--- config.mk ---
export PLATFORM = sky130hd
export DESIGN_NAME = bus_hang_watchdog
export DESIGN_NICKNAME = d
export VERILOG_FILES = /design/src/rtl/bhw_pkg.sv /design/src/rtl/bhw_sync.sv /design/src/rtl/bhw_limit_decode.sv /design/src/rtl/bhw_timer.sv /design/src/rtl/bus_hang_watchdog.sv
export SDC_FILE = /design/constraint.sdc
export NUM_CORES = 1
export LEC_CHECK = 0
export BUFFER_PORTS_ARGS = -buffer_cell sky130_fd_sc_hd__buf_4
export CORE_MARGIN = 3
export CORE_UTILIZATION = 59
export CTS_BUF_LIST = sky130_fd_sc_hd__clkbuf_4 sky130_fd_sc_hd__clkbuf_8
export CTS_CLUSTER_DIAMETER = 30
export DETAILED_ROUTE_END_ITERATION = 8
export GPL_ROUTABILITY_DRIVEN = 0
export GPL_TIMING_DRIVEN = 0
export PLACE_DENSITY = 0.91
export RECOVER_POWER = 50
export SLEW_MARGIN = 20
export SYNTH_ARGS = -nofsm -noshare
export SYNTH_HDL_FRONTEND = slang
export SYNTH_SLANG_ARGS = --single-unit
--- constraint.sdc ---
create_clock -name clk_i -period 2.58 [get_ports clk_i]
set_input_delay 0.516 -clock clk_i [delete_from_list [all_inputs] [get_ports clk_i]]
set_output_delay 0.516 -clock clk_i [all_outputs]
set_load 0.01 [all_outputs]
--- src/rtl/bhw_pkg.sv ---
// Package: shared encodings for the bus cycle hang watchdog.
// Assumes a 2-bit limit select whose top value disables the watchdog.
package bhw_pkg;

    typedef enum logic [1:0] {
        TMO_SHORT = 2'd0,
        TMO_MID   = 2'd1,
        TMO_LONG  = 2'd2,
        TMO_OFF   = 2'd3
    } tmo_sel_e;

    localparam int unsigned SYNC_STAGES = 2;

endpackage

--- src/rtl/bhw_sync.sv ---
// Module: bhw_sync
// Carries one asynchronous level into the clock domain through a chain of
// flops. Assumes the input is a slow level, not a pulse shorter than a clock.
module bhw_sync #(
    parameter int unsigned STAGES = 2
) (
    input  logic clk_i,
    input  logic rst_ni,
    input  logic d_i,
    output logic q_o
);

    logic [STAGES-1:0] chain_q;

    // Shift the input level along the flop chain.
    always_ff @(posedge clk_i) begin
        if (!rst_ni) begin
            chain_q <= '0;
        end else begin
            chain_q <= {chain_q[STAGES-2:0], d_i};
        end
    end

    assign q_o = chain_q[STAGES-1];

endmodule

--- src/rtl/bhw_limit_decode.sv ---
// Module: bhw_limit_decode
// Turns the 2-bit select into a tick limit and an enable. Assumes each limit
// parameter is at least 1 and fits in CNT_W bits.
module bhw_limit_decode
    import bhw_pkg::*;
#(
    parameter int unsigned LIM_SHORT = 8,
    parameter int unsigned LIM_MID   = 64,
    parameter int unsigned LIM_LONG  = 256,
    parameter int unsigned CNT_W     = 9
) (
    input  logic [1:0]       sel_i,
    output logic [CNT_W-1:0] limit_o,
    output logic             en_o
);

    localparam logic [CNT_W-1:0] L_SHORT = CNT_W'(LIM_SHORT);
    localparam logic [CNT_W-1:0] L_MID   = CNT_W'(LIM_MID);
    localparam logic [CNT_W-1:0] L_LONG  = CNT_W'(LIM_LONG);

    // Map the select code onto a limit and an enable.
    always_comb begin
        unique case (tmo_sel_e'(sel_i))
            TMO_SHORT: begin limit_o = L_SHORT; en_o = 1'b1; end
            TMO_MID:   begin limit_o = L_MID;   en_o = 1'b1; end
            TMO_LONG:  begin limit_o = L_LONG;  en_o = 1'b1; end
            default:   begin limit_o = L_SHORT; en_o = 1'b0; end
        endcase
    end

endmodule

--- src/rtl/bhw_timer.sv ---
// Module: bhw_timer
// Per-cycle tick counter and error flag. It latches the enable and the limit
// on the start pulse, counts ticks while the cycle lasts, and sets the error
// when the limit is reached. Everything clears when the cycle ends.
// Assumes start_i is only high in the first clock of active_i.
module bhw_timer #(
    parameter int unsigned CNT_W = 9
) (
    input  logic             clk_i,
    input  logic             rst_ni,
    input  logic             active_i,
    input  logic             start_i,
    input  logic             tick_i,
    input  logic             arm_i,
    input  logic [CNT_W-1:0] limit_i,
    output logic             armed_o,
    output logic             err_o,
    output logic [CNT_W-1:0] count_o,
    output logic [CNT_W-1:0] limit_o
);

    logic             armed_q;
    logic             err_q;
    logic [CNT_W-1:0] count_q;
    logic [CNT_W-1:0] limit_q;
    logic             last_tick;

    assign last_tick = (count_q == limit_q - CNT_W'(1));

    // Track the cycle: capture on start, count ticks, set error at the limit.
    always_ff @(posedge clk_i) begin
        if (!rst_ni) begin
            armed_q <= 1'b0;
            err_q   <= 1'b0;
            count_q <= '0;
            limit_q <= '0;
        end else if (!active_i) begin
            armed_q <= 1'b0;
            err_q   <= 1'b0;
            count_q <= '0;
        end else if (start_i) begin
            armed_q <= arm_i;
            err_q   <= 1'b0;
            count_q <= '0;
            limit_q <= limit_i;
        end else if (armed_q && !err_q && tick_i) begin
            if (last_tick) begin
                err_q <= 1'b1;
            end else begin
                count_q <= count_q + CNT_W'(1);
            end
        end
    end

    assign armed_o = armed_q;
    assign err_o   = err_q;
    assign count_o = count_q;
    assign limit_o = limit_q;

endmodule

--- src/rtl/bus_hang_watchdog.sv ---
// Module: bus_hang_watchdog
// Watches the data strobes of a backplane bus and raises a bus error when a
// cycle outlasts the selected limit. Active only while this node is system
// controller. Assumes the tick input is a single-clock pulse per microsecond.
module bus_hang_watchdog
    import bhw_pkg::*;
#(
    parameter int unsigned NUM_STROBES = 2,
    parameter int unsigned LIM_SHORT   = 8,
    parameter int unsigned LIM_MID     = 64,
    parameter int unsigned LIM_LONG    = 256
) (
    input  logic                   clk_i,
    input  logic                   rst_ni,
    input  logic [NUM_STROBES-1:0] strobe_i,
    input  logic                   sys_ctrl_i,
    input  logic [1:0]             tmo_sel_i,
    input  logic                   tick_us_i,
    output logic                   bus_err_o
);

    localparam int unsigned LIM_MAX = (LIM_LONG > LIM_MID)
                                    ? ((LIM_LONG > LIM_SHORT) ? LIM_LONG : LIM_SHORT)
                                    : ((LIM_MID > LIM_SHORT) ? LIM_MID : LIM_SHORT);
    localparam int unsigned CNT_W = $clog2(LIM_MAX + 1);

    logic [NUM_STROBES-1:0] strobe_s;
    logic                   any_s;
    logic                   any_d;
    logic                   start;
    logic [CNT_W-1:0]       sel_limit;
    logic                   sel_en;
    logic                   armed;
    logic [CNT_W-1:0]       count;
    logic [CNT_W-1:0]       limit_q;
    logic                   err;

    for (genvar g = 0; g < NUM_STROBES; g++) begin : g_sync
        bhw_sync #(
            .STAGES(SYNC_STAGES)
        ) u_sync (
            .clk_i (clk_i),
            .rst_ni(rst_ni),
            .d_i   (strobe_i[g]),
            .q_o   (strobe_s[g])
        );
    end

    assign any_s = |strobe_s;

    // Remember the previous synchronized activity for edge detection.
    always_ff @(posedge clk_i) begin
        if (!rst_ni) begin
            any_d <= 1'b0;
        end else begin
            any_d <= any_s;
        end
    end

    assign start = any_s & ~any_d;

    bhw_limit_decode #(
        .LIM_SHORT(LIM_SHORT),
        .LIM_MID  (LIM_MID),
        .LIM_LONG (LIM_LONG),
        .CNT_W    (CNT_W)
    ) u_decode (
        .sel_i  (tmo_sel_i),
        .limit_o(sel_limit),
        .en_o   (sel_en)
    );

    bhw_timer #(
        .CNT_W(CNT_W)
    ) u_timer (
        .clk_i   (clk_i),
        .rst_ni  (rst_ni),
        .active_i(any_s),
        .start_i (start),
        .tick_i  (tick_us_i),
        .arm_i   (sel_en & sys_ctrl_i),
        .limit_i (sel_limit),
        .armed_o (armed),
        .err_o   (err),
        .count_o (count),
        .limit_o (limit_q)
    );

    assign bus_err_o = err;

endmodule

* After elaboration in Yosys (flattened, before gate mapping)
Cells that the tools add are included.
** Word-level totals
- Flip-flop bits (word level) :: 25
- Input port bits :: 8
- Output and inout port bits :: 1
- Logic and storage cells :: 31
** Cells by class
- $add $sub $neg :: 2
- Equality and inequality tests :: 3
- Multiplexer cells :: 2
- Bitwise logic cells :: 6
- Reduce and logical (&&, ||, !) cells :: 11
** Operator list (count)
- $pmux 9 s2 :: 1
- $add 9x1->9 const B :: 1
- $eq 9x9->1 :: 1
- $sub 9x1->9 const B :: 1
- $reduce_and 2->1 :: 4
- $reduce_or 3->1 :: 2
- $not 1->1 :: 4
- $and 1x1->1 :: 2
- $eq 2x1->1 const B :: 1
- $eq 2x2->1 const B :: 1
- $logic_and 1x1->1 :: 2
- $logic_not 2->1 :: 1
- $reduce_or 2->1 :: 1
- $logic_not 1->1 :: 1
- $mux 1 :: 1

* Longest topological paths before layout
Gate-level depths: netlist of run 1.
- Depth in word-level cells :: 4
- Mapped depth :: 7

* Cells and area by module
Synthesis of run 1 repeated with hierarchy kept, for this count alone.
** Second synthesis, totals
- Cell total of the unflattened synthesis :: 164
- Area total of the unflattened synthesis :: 1448.9 µm²
** By module, submodules not included
- bhw_timer :: instances 1, cells each 138, area each 1196.1 µm²
- bhw_sync :: instances 2, cells each 4, area each 52.6 µm²
- bhw_limit_decode :: instances 1, cells each 13, area each 97.6 µm²
- bus_hang_watchdog :: instances 1, cells each 5, area each 50.0 µm²

* Worst setup path after synthesis of run 1
Ideal clock, no wire load.
- Path kind :: register to register
- Start :: reg u_timer.count_q[3] (netlist: u_timer.count_o[3])
- End :: reg u_timer.count_q[6] (netlist: u_timer.count_o[6])
- Library setup time :: 68 ps
- Arrival time :: 1774 ps
- Required time :: 2512 ps
- Slack :: 738 ps
- Cell stages (with the launch flop) :: 6
- Path buffers :: 0
- Path through :: dfxtp_1 -> or4b_4 -> a2111oi_4 -> a2111oi_2 -> a21o_1 -> a21oi_2
** Between the ends
- Cells in the longest elaborated chain, start to end :: 3
- Elaborated cells between the ends (all ways) :: 4
** Ends and longest elaborated chain
- start: declaration :: RTL line bhw_timer.sv:24 : logic [CNT_W-1:0] count_q;
- start signal: assignment :: RTL line bhw_timer.sv:50 : count_q <= count_q + CNT_W'(1);
- branches (longest 3 deep; another with $add 9x1->9)
Parallel ways; which one is timed is not known.
A chain may end at the register's enable or synchronous reset.

* Final worst setup path of run 1
- Start :: reg u_timer.count_q[3] (netlist: u_timer.count_o[3])
- End :: reg u_timer.count_q[4] (netlist: u_timer.count_o[4])
The elaborated chain is that of the path after synthesis.

==> reports/qor.txt, run 1 <==
outcome -> completed
clock slew at reported path FFs -> 0.11 ns
Total Neg Setup Slack -> 0 ns
final setup violation count -> 0
die area -> 2110 sq um
warnings from Yosys -> 0
critical path startpoint category -> register
leading area contributor after synthesis -> dfxtp_1
CP delay by family, top -> compound AO/OA/AOI/OAI gates
post-synthesis cell type count -> 31
Crit. End Element -> register
synthesized area -> 940.9 sq um
CTS tree -> built
Pint -> 378.4 uW
critical path's largest stage delay -> 0.57 ns
largest cells by area after synthesis -> dfxtp_1 40%, ha_1 6.6%, xnor2_1 4.7%, and2_1 4.0%, nor2_1 3.6%
synthesis-to-finish area growth -> 10.11%
DPL Wire Length -> 1162 um
Pins Over Slew Limit -> 0
Diodes inserted -> 0
maxcap violations -> 0
Leakage -> 0.0003784 uW
Power Dens Cells -> 477.6 nW/um^2
fraction of layout cells with a size suffix above 1 -> 0.1455
drt wl/cell -> 12.25 um
DRT iter0 DRCs -> 20
Routed Antenna Nets -> 0
Mean Syn Cell Area -> 9.601 sq um
Routed WL -> 1531 um
P_sw -> 116.4 uW
Least-Margin Pin Slew -> 0.5142 ns
PostCTS Resize Cnt -> 0
CP required -> 2.78 ns
vias in the first global route -> 669
slowest CP cell -> or4b_4
Die X -> 45.94 um
largest net degree at the start of global routing -> 12
Cell Rows -> 13
vias per cell -> 5.712
CTS Hold Bufs -> 0
Worst Hold End -> g_sync[1].u_sync.chain_q[0]
worst vdd rail ir drop -> 0.3471 mV
Port Buffer Count -> 8
Num CTS Buffers -> 3
layout net count -> 124
grt ovf -> 0
r2r endpoint -> u_timer.count_o[4]
CTS max path bufs -> 2
Comb power frac -> 0.080
clk_skew -> 0.001893 ns
Design Power -> 494.8 uW
Syn Inst Count -> 98
Slew HR -> 0.6572
reg2reg start -> u_timer.count_o[3]
most frequent cells in the layout -> 19 x dfxtp_1, 9 x nor2_1, 8 x nand2_1
Post-CTS Setup Bufs -> 0
H-tree lvl count -> 1
first-pass GRT wire length -> 2663 um
Hold Crit Start -> strobe_i[1]
crit path DAT -> 2.24 ns
DR pass1 iterations -> 4
initial antenna violation count -> 0
core area -> 1399 sq um
Tot GR Track Use -> 0.1759
# IOs -> 9
Max Clk Rate -> 488.1 MHz
Cell Chain, Critical Path -> or4b_4 > a2111oi_4 > a2111oi_0 > xnor2_1 > nor2_1
CP bufs+invs -> 0
Cell Area, Placed -> 1020 sq um
Worst Hold Class -> in -> reg
Setup Crit Path Kind -> reg -> reg
top-area cell type share of the netlist area -> 0.4043
final instance area -> 1036 sq um
Seq pwr share -> 0.612
Clock power frac -> 0.307
RSZ-0062 raised after global routing -> no
fin crit period -> 2.049 ns
R2R cell count -> 5
reg-to-reg setup timing slack -> 0.53 ns
crit-path max FO -> 6
Die Ht -> 45.94 um
CTS Sinks -> 19
CTS root buffer -> clkbuf_4
fin crit share -> 0.7941
final hold vios -> 0
most common cell after layout, fill and taps aside -> dfxtp_1
DRC viols -> 0
sw frac -> 0.2353
syn_nets -> 111
Worst-Skew Late Latency -> 0.30 ns
worst hold path stage count -> 2
via count -> 714
post-synthesis sequential area ratio -> 0.4043
initial core utilization -> 0.6726
flops & latches, synth -> 19
synth_stat cells:
master,count
a21o_1,2
a31o_2,1
a2111oi_0,1
xnor2_1,5
a211oi_1,1
or4b_4,1
a21oi_2,2
a2111oi_2,1
a2111oi_4,1
xor2_1,1
o21bai_1,1
dfxtp_1,19
nor3b_1,1
and3_1,1
nor2b_1,4
a21oi_1,6
o21a_1,1
nand2_1,8
o21ai_0,1
and2_1,6
a31o_1,1
or2b_2,1
or4_1,1
a41oi_1,1
nand3_1,4
inv_1,7
mux2i_1,3
xor3_1,1
nand3b_1,1
nor2_1,9
ha_1,5
cell type report:
cell class / instances / area, sq um
well taps: 15 / 18.77
fillers: 103 / 362.8
inverters: 7 / 26.28
clock buffers: 3 / 22.52
flip-flops and latches: 19 / 380.4
clock inverters: 1 / 5.005
multi-input cells: 72 / 534.3
repair buffers: 8 / 48.80
kinds of logic after synthesis:
kind of cell	count (synthesis)	share of synthesized area
AND/OR/NAND/NOR	37	0.2101
AO/OA/AOI/OAI	20	0.1782
flip-flops	19	0.4043
XOR/XNOR	7	0.08111
buffers and inverters	7	0.02793
adder cells (fa/ha/maj)	5	0.06649
multiplexers	3	0.03192
state kept, by name (all words and copies together) (netlist names):
| signal | count |
|---|---|
| any_d | 1 |
| g_sync.u_sync.chain_q | 4 |
| u_timer.count_o | 9 |
| u_timer.limit_o | 3 |
| u_timer.err_o | 1 |
| u_timer.armed_o | 1 |
power by group through the flow:
stage               combinational, uW  sequential (uW)  clock, uW
global placement                 39.2              310          0
floorplan                        26.9              309          0
detailed placement               41.3              310          0
global route                     44.7              304        166
CTS                              41.6              303        160
finish                           39.6              303        152
metal layers:
metal | wire, um | track usage
met4 | 36 | 0.09659
met5 | 0 | 0
met3 | 74 | 0.04743
met1 | 698 | 0.2086
met2 | 723 | 0.2830
worst max path at each step:
stage	startpoint	endpoint	slack, ns	cells past startpoint
finish	u_timer.count_o[3]	u_timer.count_o[4]	0.53	5
global route	u_timer.count_o[3]	u_timer.count_o[4]	0.34	5
CTS	u_timer.count_o[3]	u_timer.count_o[4]	0.54	5
detailed placement	u_timer.count_o[3]	u_timer.count_o[4]	0.57	5
global placement	u_timer.count_o[3]	u_timer.count_o[4]	0.60	5
floorplan	u_timer.count_o[3]	u_timer.count_o[6]	0.74	5
per-stage QoR:
stage	worst slack (ns)	util	hold slack, ns	cells
global placement	0.6019	0.7290	0.4133	121
detailed placement	0.5670	0.7290	0.4232	121
floorplan	0.7382	-	0.4118	98
finish	0.5311	0.7406	0.4111	125
global route	0.3393	0.7406	0.4184	125
CTS	0.5450	0.7487	0.3992	125
Note: power is estimated with default switching activity, not from simulation.
==> run 2, diff against run 1 <==
--- a/config.mk
+++ b/config.mk
@@ -7,13 +7,13 @@
 export LEC_CHECK = 0
 export BUFFER_PORTS_ARGS = -buffer_cell sky130_fd_sc_hd__buf_4
 export CORE_MARGIN = 3
-export CORE_UTILIZATION = 59
+export CORE_UTILIZATION = 54
 export CTS_BUF_LIST = sky130_fd_sc_hd__clkbuf_4 sky130_fd_sc_hd__clkbuf_8
 export CTS_CLUSTER_DIAMETER = 30
 export DETAILED_ROUTE_END_ITERATION = 8
 export GPL_ROUTABILITY_DRIVEN = 0
 export GPL_TIMING_DRIVEN = 0
-export PLACE_DENSITY = 0.91
+export PLACE_DENSITY = 0.89
 export RECOVER_POWER = 50
 export SLEW_MARGIN = 20
 export SYNTH_ARGS = -nofsm -noshare
==> constraint.sdc (replaced) <==
create_clock -name clk_i -period 1.85 [get_ports clk_i]
set_input_delay 0.37 -clock clk_i [delete_from_list [all_inputs] [get_ports clk_i]]
set_output_delay 0.37 -clock clk_i [all_outputs]
set_load 0.01 [all_outputs]
==> run 2 against run 1 <==
Compared with the run above: the run now ends with setup timing left; clock-buffer cell count up 1; via count up 0.42%; final cell count up 3.2%; sequential power up 39%; core utilization down 1.2 points; clock power up 45%; maximum frequency up 10%; critical path depth up 1; die area up 8.0%; non-clock buffer count up 3; first-iteration DRC count down 45%; clock skew up 0.0037 ns.
==> reports/qor.txt, run 2 (synthesis gave the netlist of run 1 again) <==
Routed Antenna Nets -> 0 (unchanged)
Crit. End Element -> register
Cell Rows -> 14 (+1)
first-pass GRT wire length -> 2898 um (+8.8%)
Final Core Density -> 0.7286 (-0.01204)
Diodes inserted -> 0 (unchanged)
crit-path max FO -> 6 (unchanged)
slowest CP cell -> or4b_4
Slew HR -> 0.7382 (+0.08097)
largest net degree at the start of global routing -> 11 (-1)
Port Buffer Count -> 8 (unchanged)
via count -> 717 (+0.42%)
initial core utilization -> 0.5968 (-0.07580)
Final WS setup -> -0.006722 ns (-0.5379 ns)
P_sw -> 157.6 uW (+35%)
Placed Cells -> 122 (+0.83%)
CP bufs+invs -> 1 (+1)
Pint -> 548.3 uW (+45%)
Die X -> 47.74 um (+3.9%)
vias in the first global route -> 735 (+9.9%)
Seq pwr share -> 0.597 (-0.015)
clock slew at reported path FFs -> 0.10 ns (about the same)
Clock power frac -> 0.312 (+0.005)
gr busiest metal -> met2
RSZ-0062 raised after global routing -> yes
post-route insts no fill -> 129 (+3.2%)
met1 usage -> 0.2055 (-0.003154)
H-tree lvl count -> 1 (unchanged)
Worst-Skew Late Latency -> 0.29 ns (about the same)
reg-to-reg setup timing slack -> -0.007 ns (-0.54 ns)
dpl ws -> -0.1524 ns (-0.7194 ns)
CP delay by family, top -> compound AO/OA/AOI/OAI gates
critical path startpoint category -> register
critical path's largest stage delay -> 0.54 ns (-0.03 ns)
Max Clk Rate -> 538.6 MHz (+10%)
GR Layer Usage met2 -> 0.3193 (+0.03629)
grt ovf -> 0 (unchanged)
DR pass1 iterations -> 4 (unchanged)
most common cell after layout, fill and taps aside -> dfxtp_1
Die Ht -> 47.74 um (+3.9%)
failing checks -> setup timing
Worst Hold Class -> in -> reg
synthesis-to-finish area growth -> 22.07%
CTS root buffer -> clkbuf_4
core area -> 1577 sq um (+13%)
CP required -> 2.08 ns (-0.70 ns)
Total Neg Setup Slack -> -0.01029 ns (-0.01029 ns)
worst vdd rail ir drop -> 0.5529 mV (+59%)
reg2reg start -> u_timer.count_o[3]
Leakage -> 0.0004099 uW (+8.3%)
Routed WL -> 1681 um (+9.8%)
# IOs -> 9 (unchanged)
die area -> 2279 sq um (+8.0%)
Tot GR Track Use -> 0.1795 (+0.003623)
Setup Crit Path Kind -> reg -> reg
Pins Over Slew Limit -> 0 (unchanged)
fillers -> 108 (+4.9%)
DPL Wire Length -> 1254 um (+7.9%)
fin crit share -> 1.004 (+0.2095)
outcome -> finished, violations left
fraction of layout cells with a size suffix above 1 -> 0.2920 (+0.1466)
Largest register FFs -> 9 (unchanged)
final setup violation count -> 2 (+2)
sw frac -> 0.2232 (-0.01203)
Num CTS Buffers -> 3 (unchanged)
CTS max path bufs -> 2 (unchanged)
layout net count -> 127 (+2.4%)
clk_skew -> 0.005629 ns (+0.003735 ns)
final hold vios -> 0 (unchanged)
Least-Margin Pin Slew -> 0.3919 ns (-0.1223 ns)
most used cell, CP -> a2111oi_4
CTS tree -> built
Comb power frac -> 0.091 (+0.011)
CTS Sinks -> 19 (unchanged)
vias per cell -> 5.558 (-2.7%)
Hold Crit Start -> strobe_i[0]
Setup crit start -> u_timer.count_o[3]
fin crit period -> 1.857 ns (-0.1921 ns)
initial antenna violation count -> 0 (unchanged)
DRC viols -> 0 (unchanged)
Cell Chain, Critical Path -> or4b_4 > a2111oi_4 > buf_6 > a2111oi_4 > a21o_1 > a21oi_1
most frequent cells in the layout -> 16 x dfxtp_1, 9 x buf_4, 8 x nand2_1, 8 x nor2_1, 6 x inv_1
drt wl/cell -> 13.03 um (+6.4%)
Power Dens Cells -> 614.6 nW/um^2 (+29%)
crit path DAT -> 2.08 ns (-0.16 ns)
grt met3 use -> 0.03008 (-0.01736)
maxcap violations -> 0 (unchanged)
DRT iter0 DRCs -> 11 (-45%)
## run 2: cell count changes in the layout (fill, tap and decap cells not counted), moves of 2 or more
| cell | change |
|---|---|
| dfxtp_1 | -3 |
| buf_4 | +4 |
| a21oi_1 | -2 |
| clkbuf_1 | -2 |
| dfxtp_4 | +2 |
## run 2: power by group through the flow
stage          Clock [uW]  Combinational (uW)  Sequential (uW)
6_report              220                64.4              421
5_1_grt               242                70.7              423
2_1_floorplan           0                37.5              431
3_3_place_gp            0                54.7              432
3_5_place_dp            0                57.7              433
4_1_cts               227                59.7              422
## run 2: worst paths after layout
check / to / cells after the start
min reg2reg: g_sync[0].u_sync.chain_q[1] / 1
max: u_timer.count_o[8] / 6
max reg2reg: u_timer.count_o[8] / 6
min: g_sync[0].u_sync.chain_q[0] / 2
## run 2: per-layer routing
layer	routed length [um]	vias up	part of all wire
met5	0	-	0
met4	29	0	0.017
met3	59	6	0.035
met2	814	14	0.48
met1	777	332	0.46
li1	-	365	-
## run 2: timing repair
action / 4_1_cts / 5_1_grt
setup buffers: 3 / 0
hold buffers: 0 / 0
endpoints found under the hold margin: 0 / 0
setup endpoints to repair: 9 / 10
pin swaps: 8 / 7
resized for setup: 10 / 9
cloned: 0 / 0
## run 2: area by class of cell
cell class / count / area, sq um / area share
timing repair buffer: 11 / 82.58 / 0.07190
tap: 16 / 20.02 / 0.01743
sequential: 19 / 389.1 / 0.3388
multi-input combinational: 72 / 600.6 / 0.5229
clock buffer: 4 / 30.03 / 0.02614
inverter: 7 / 26.28 / 0.02288
## run 2: stage by stage
step	cell area, sq um	total power (uW)	hold WS [ns]
2_1_floorplan	940.9	468.1	0.4118
3_3_place_gp	1021	486.4	0.4143
3_5_place_dp	1021	490.3	0.4328
4_1_cts	1112	708.4	0.2771
5_1_grt	1149	735.7	0.2856
6_report	1149	705.9	0.2806
==> run 3, diff against run 2 <==
--- a/config.mk
+++ b/config.mk
@@ -19,3 +19,4 @@
 export SYNTH_ARGS = -nofsm -noshare
 export SYNTH_HDL_FRONTEND = slang
 export SYNTH_SLANG_ARGS = --single-unit
+export TNS_END_PERCENT = 30
==> run 3 against run 2 <==
Compared with the run above: the flow still finishes with violations (setup timing); clock skew fell by 0.0034 ns; total power rose by 0.17%; sequential power barely moved.
==> reports/qor.txt, run 3 (synthesis gave the netlist of run 1 again) <==
most frequent cells in the layout -> 16 x dfxtp_1, 9 x buf_4, 8 x nand2_1, 8 x nor2_1, 6 x inv_1
Die Ht -> 47.74 um (unchanged)
Power Dens Cells -> 621.7 nW/um^2 (+1.2%)
outcome -> finished, violations left
slowest CP cell -> or4b_4
clk_skew -> 0.002231 ns (-0.003398 ns)
largest net degree at the start of global routing -> 11 (unchanged)
worst hold path stage count -> 2 (unchanged)
synthesis-to-finish area growth -> 20.88%
vias in the first global route -> 734 (-0.14%)
Pins Over Slew Limit -> 0 (unchanged)
DR pass1 iterations -> 4 (unchanged)
grt ovf -> 0 (unchanged)
Port Buffer Count -> 8 (unchanged)
crit path DAT -> 2.09 ns (about the same)
worst vdd rail ir drop -> 0.5510 mV (-0.34%)
DRT iter0 DRCs -> 11 (unchanged)
Die X -> 47.74 um (unchanged)
Hold WS -> 0.2811 ns (+0.0005640 ns)
r2r endpoint -> u_timer.count_o[8]
Tot GR Track Use -> 0.1803 (+0.0007639)
layout net count -> 127 (unchanged)
Hold Crit Start -> strobe_i[0]
Cell Area, Placed -> 1021 sq um (unchanged)
R2R cell count -> 6 (unchanged)
Slew HR -> 0.7382 (unchanged)
Worst Hold Class -> in -> reg
Cell Chain, Critical Path -> or4b_4 > a2111oi_4 > buf_6 > a2111oi_4 > a21o_1 > a21oi_1
Diodes inserted -> 0 (unchanged)
CTS root buffer -> clkbuf_4
RSZ-0062 raised after global routing -> yes
via count -> 714 (-0.42%)
CP bufs+invs -> 1 (unchanged)
DPL Wire Length -> 1254 um (unchanged)
most used cell, CP -> a2111oi_4
fin crit period -> 1.859 ns (+0.002423 ns)
CTS Sinks -> 19 (unchanged)
Least-Margin Pin Slew -> 0.3919 ns (unchanged)
Leakage -> 0.0004102 uW (about the same)
H-tree lvl count -> 1 (unchanged)
DRC viols -> 0 (unchanged)
initial core utilization -> 0.5968 (unchanged)
Worst Hold End -> g_sync[0].u_sync.chain_q[0]
Worst-Skew Late Latency -> 0.29 ns (about the same)
fraction of layout cells with a size suffix above 1 -> 0.2743 (-0.01770)
core area -> 1577 sq um (unchanged)
Total Neg Setup Slack -> -0.009146 ns (+0.001147 ns)
most common cell after layout, fill and taps aside -> dfxtp_1
CTS max path bufs -> 2 (unchanged)
final hold vios -> 0 (unchanged)
CP delay by family, top -> compound AO/OA/AOI/OAI gates
Routed Antenna Nets -> 0 (unchanged)
Setup Crit Path Kind -> reg -> reg
die area -> 2279 sq um (unchanged)
drt wl/cell -> 13.14 um (+0.83%)
failing checks -> setup timing
first-pass GRT wire length -> 2904 um (+0.21%)
Largest register FFs -> 9 (unchanged)
final setup violation count -> 1 (-1)
Max Clk Rate -> 537.9 MHz (-0.13%)
Final WS setup -> -0.009146 ns (-0.002423 ns)
CTS tree -> built
critical path startpoint category -> register
initial antenna violation count -> 0 (unchanged)
CP required -> 2.08 ns (about the same)
Num CTS Buffers -> 3 (unchanged)
reg2reg start -> u_timer.count_o[3]
final instance area -> 1137 sq um (-0.98%)
clock slew at reported path FFs -> 0.10 ns (about the same)
crit-path max FO -> 6 (unchanged)
reg-to-reg setup timing slack -> -0.009 ns (about the same)
fin crit share -> 1.005 (+0.001310)
Routed WL -> 1695 um (+0.83%)
# IOs -> 9 (unchanged)
maxcap violations -> 0 (unchanged)
Cell Rows -> 14 (unchanged)
critical path's largest stage delay -> 0.54 ns (about the same)
vias per cell -> 5.535 (-0.42%)
Crit. End Element -> register
Worst path depth -> 6 (unchanged)
fillers -> 112 (+3.7%)
-- run 3: cell types whose count changed in the layout (fill, tap and decap cells not counted) --
cell / delta
a41oi_1: +1
a21oi_2: -1
a41oi_2: -1
a21oi_1: +1
-- run 3: per-layer routing --
metal	wire length, um	up-vias	part of all wire	global-route usage
met1	786	333	0.46	0.2078
met4	29	0	0.017	0.07527
met2	838	10	0.49	0.3272
met5	0	-	0	0
met3	40	6	0.024	0.02632
li1	-	365	-	-
-- run 3: power breakdown --
group	switching [uW]	internal (uW)	leakage, uW
Clock	123	98.6	0.0000184
Combinational	29.9	34.2	0.000235
Sequential	5.91	415	0.000156
-- run 3: worst register-to-register path, stage by stage, from the launching register on --
cell and delay (ns):
dfxtp_4 0.35, or4b_4 0.54, a2111oi_4 0.31, buf_6 0.19
a2111oi_4 0.09, a21o_1 0.18, a21oi_1 0.13
-- run 3: worst max-delay path by stage --
stage                       start            endpoint  slack [ns]
3_5_place_dp   u_timer.count_o[3]  u_timer.count_o[6]       -0.15
2_1_floorplan  u_timer.count_o[3]  u_timer.count_o[6]       0.008
3_3_place_gp   u_timer.count_o[3]  u_timer.count_o[4]       -0.11
4_1_cts        u_timer.count_o[3]  u_timer.count_o[8]       -0.04
5_1_grt        u_timer.count_o[3]  u_timer.count_o[8]        -0.1
6_report       u_timer.count_o[3]  u_timer.count_o[8]      -0.009
-- run 3: layout make-up --
class / count / area (sq um) / area share
multi-input combinational: 72 / 589.3 / 0.5182
sequential: 19 / 389.1 / 0.3421
timing repair buffer: 11 / 82.58 / 0.07261
clock buffer: 4 / 30.03 / 0.02640
inverter: 7 / 26.28 / 0.02310
tap: 16 / 20.02 / 0.01760
-- run 3: repair_timing --
action                                 4_1_cts  5_1_grt
pin swaps                                    8        7
setup buffers                                3        0
setup endpoints to repair                    9       10
resized for setup                           10        7
endpoints found under the hold margin        0        0
hold buffers                                 0        0
-- run 3: metrics by stage --
step	utilization	std cells	setup slack, ns	total power [uW]
6_report	0.7214	129	-0.009146	707.1
5_1_grt	0.7214	129	-0.09578	735.3
4_1_cts	0.7056	129	-0.04010	708.4
3_5_place_dp	0.6476	122	-0.1524	490.3
3_3_place_gp	0.6476	122	-0.1143	486.4
2_1_floorplan	-	98	0.008173	468.1
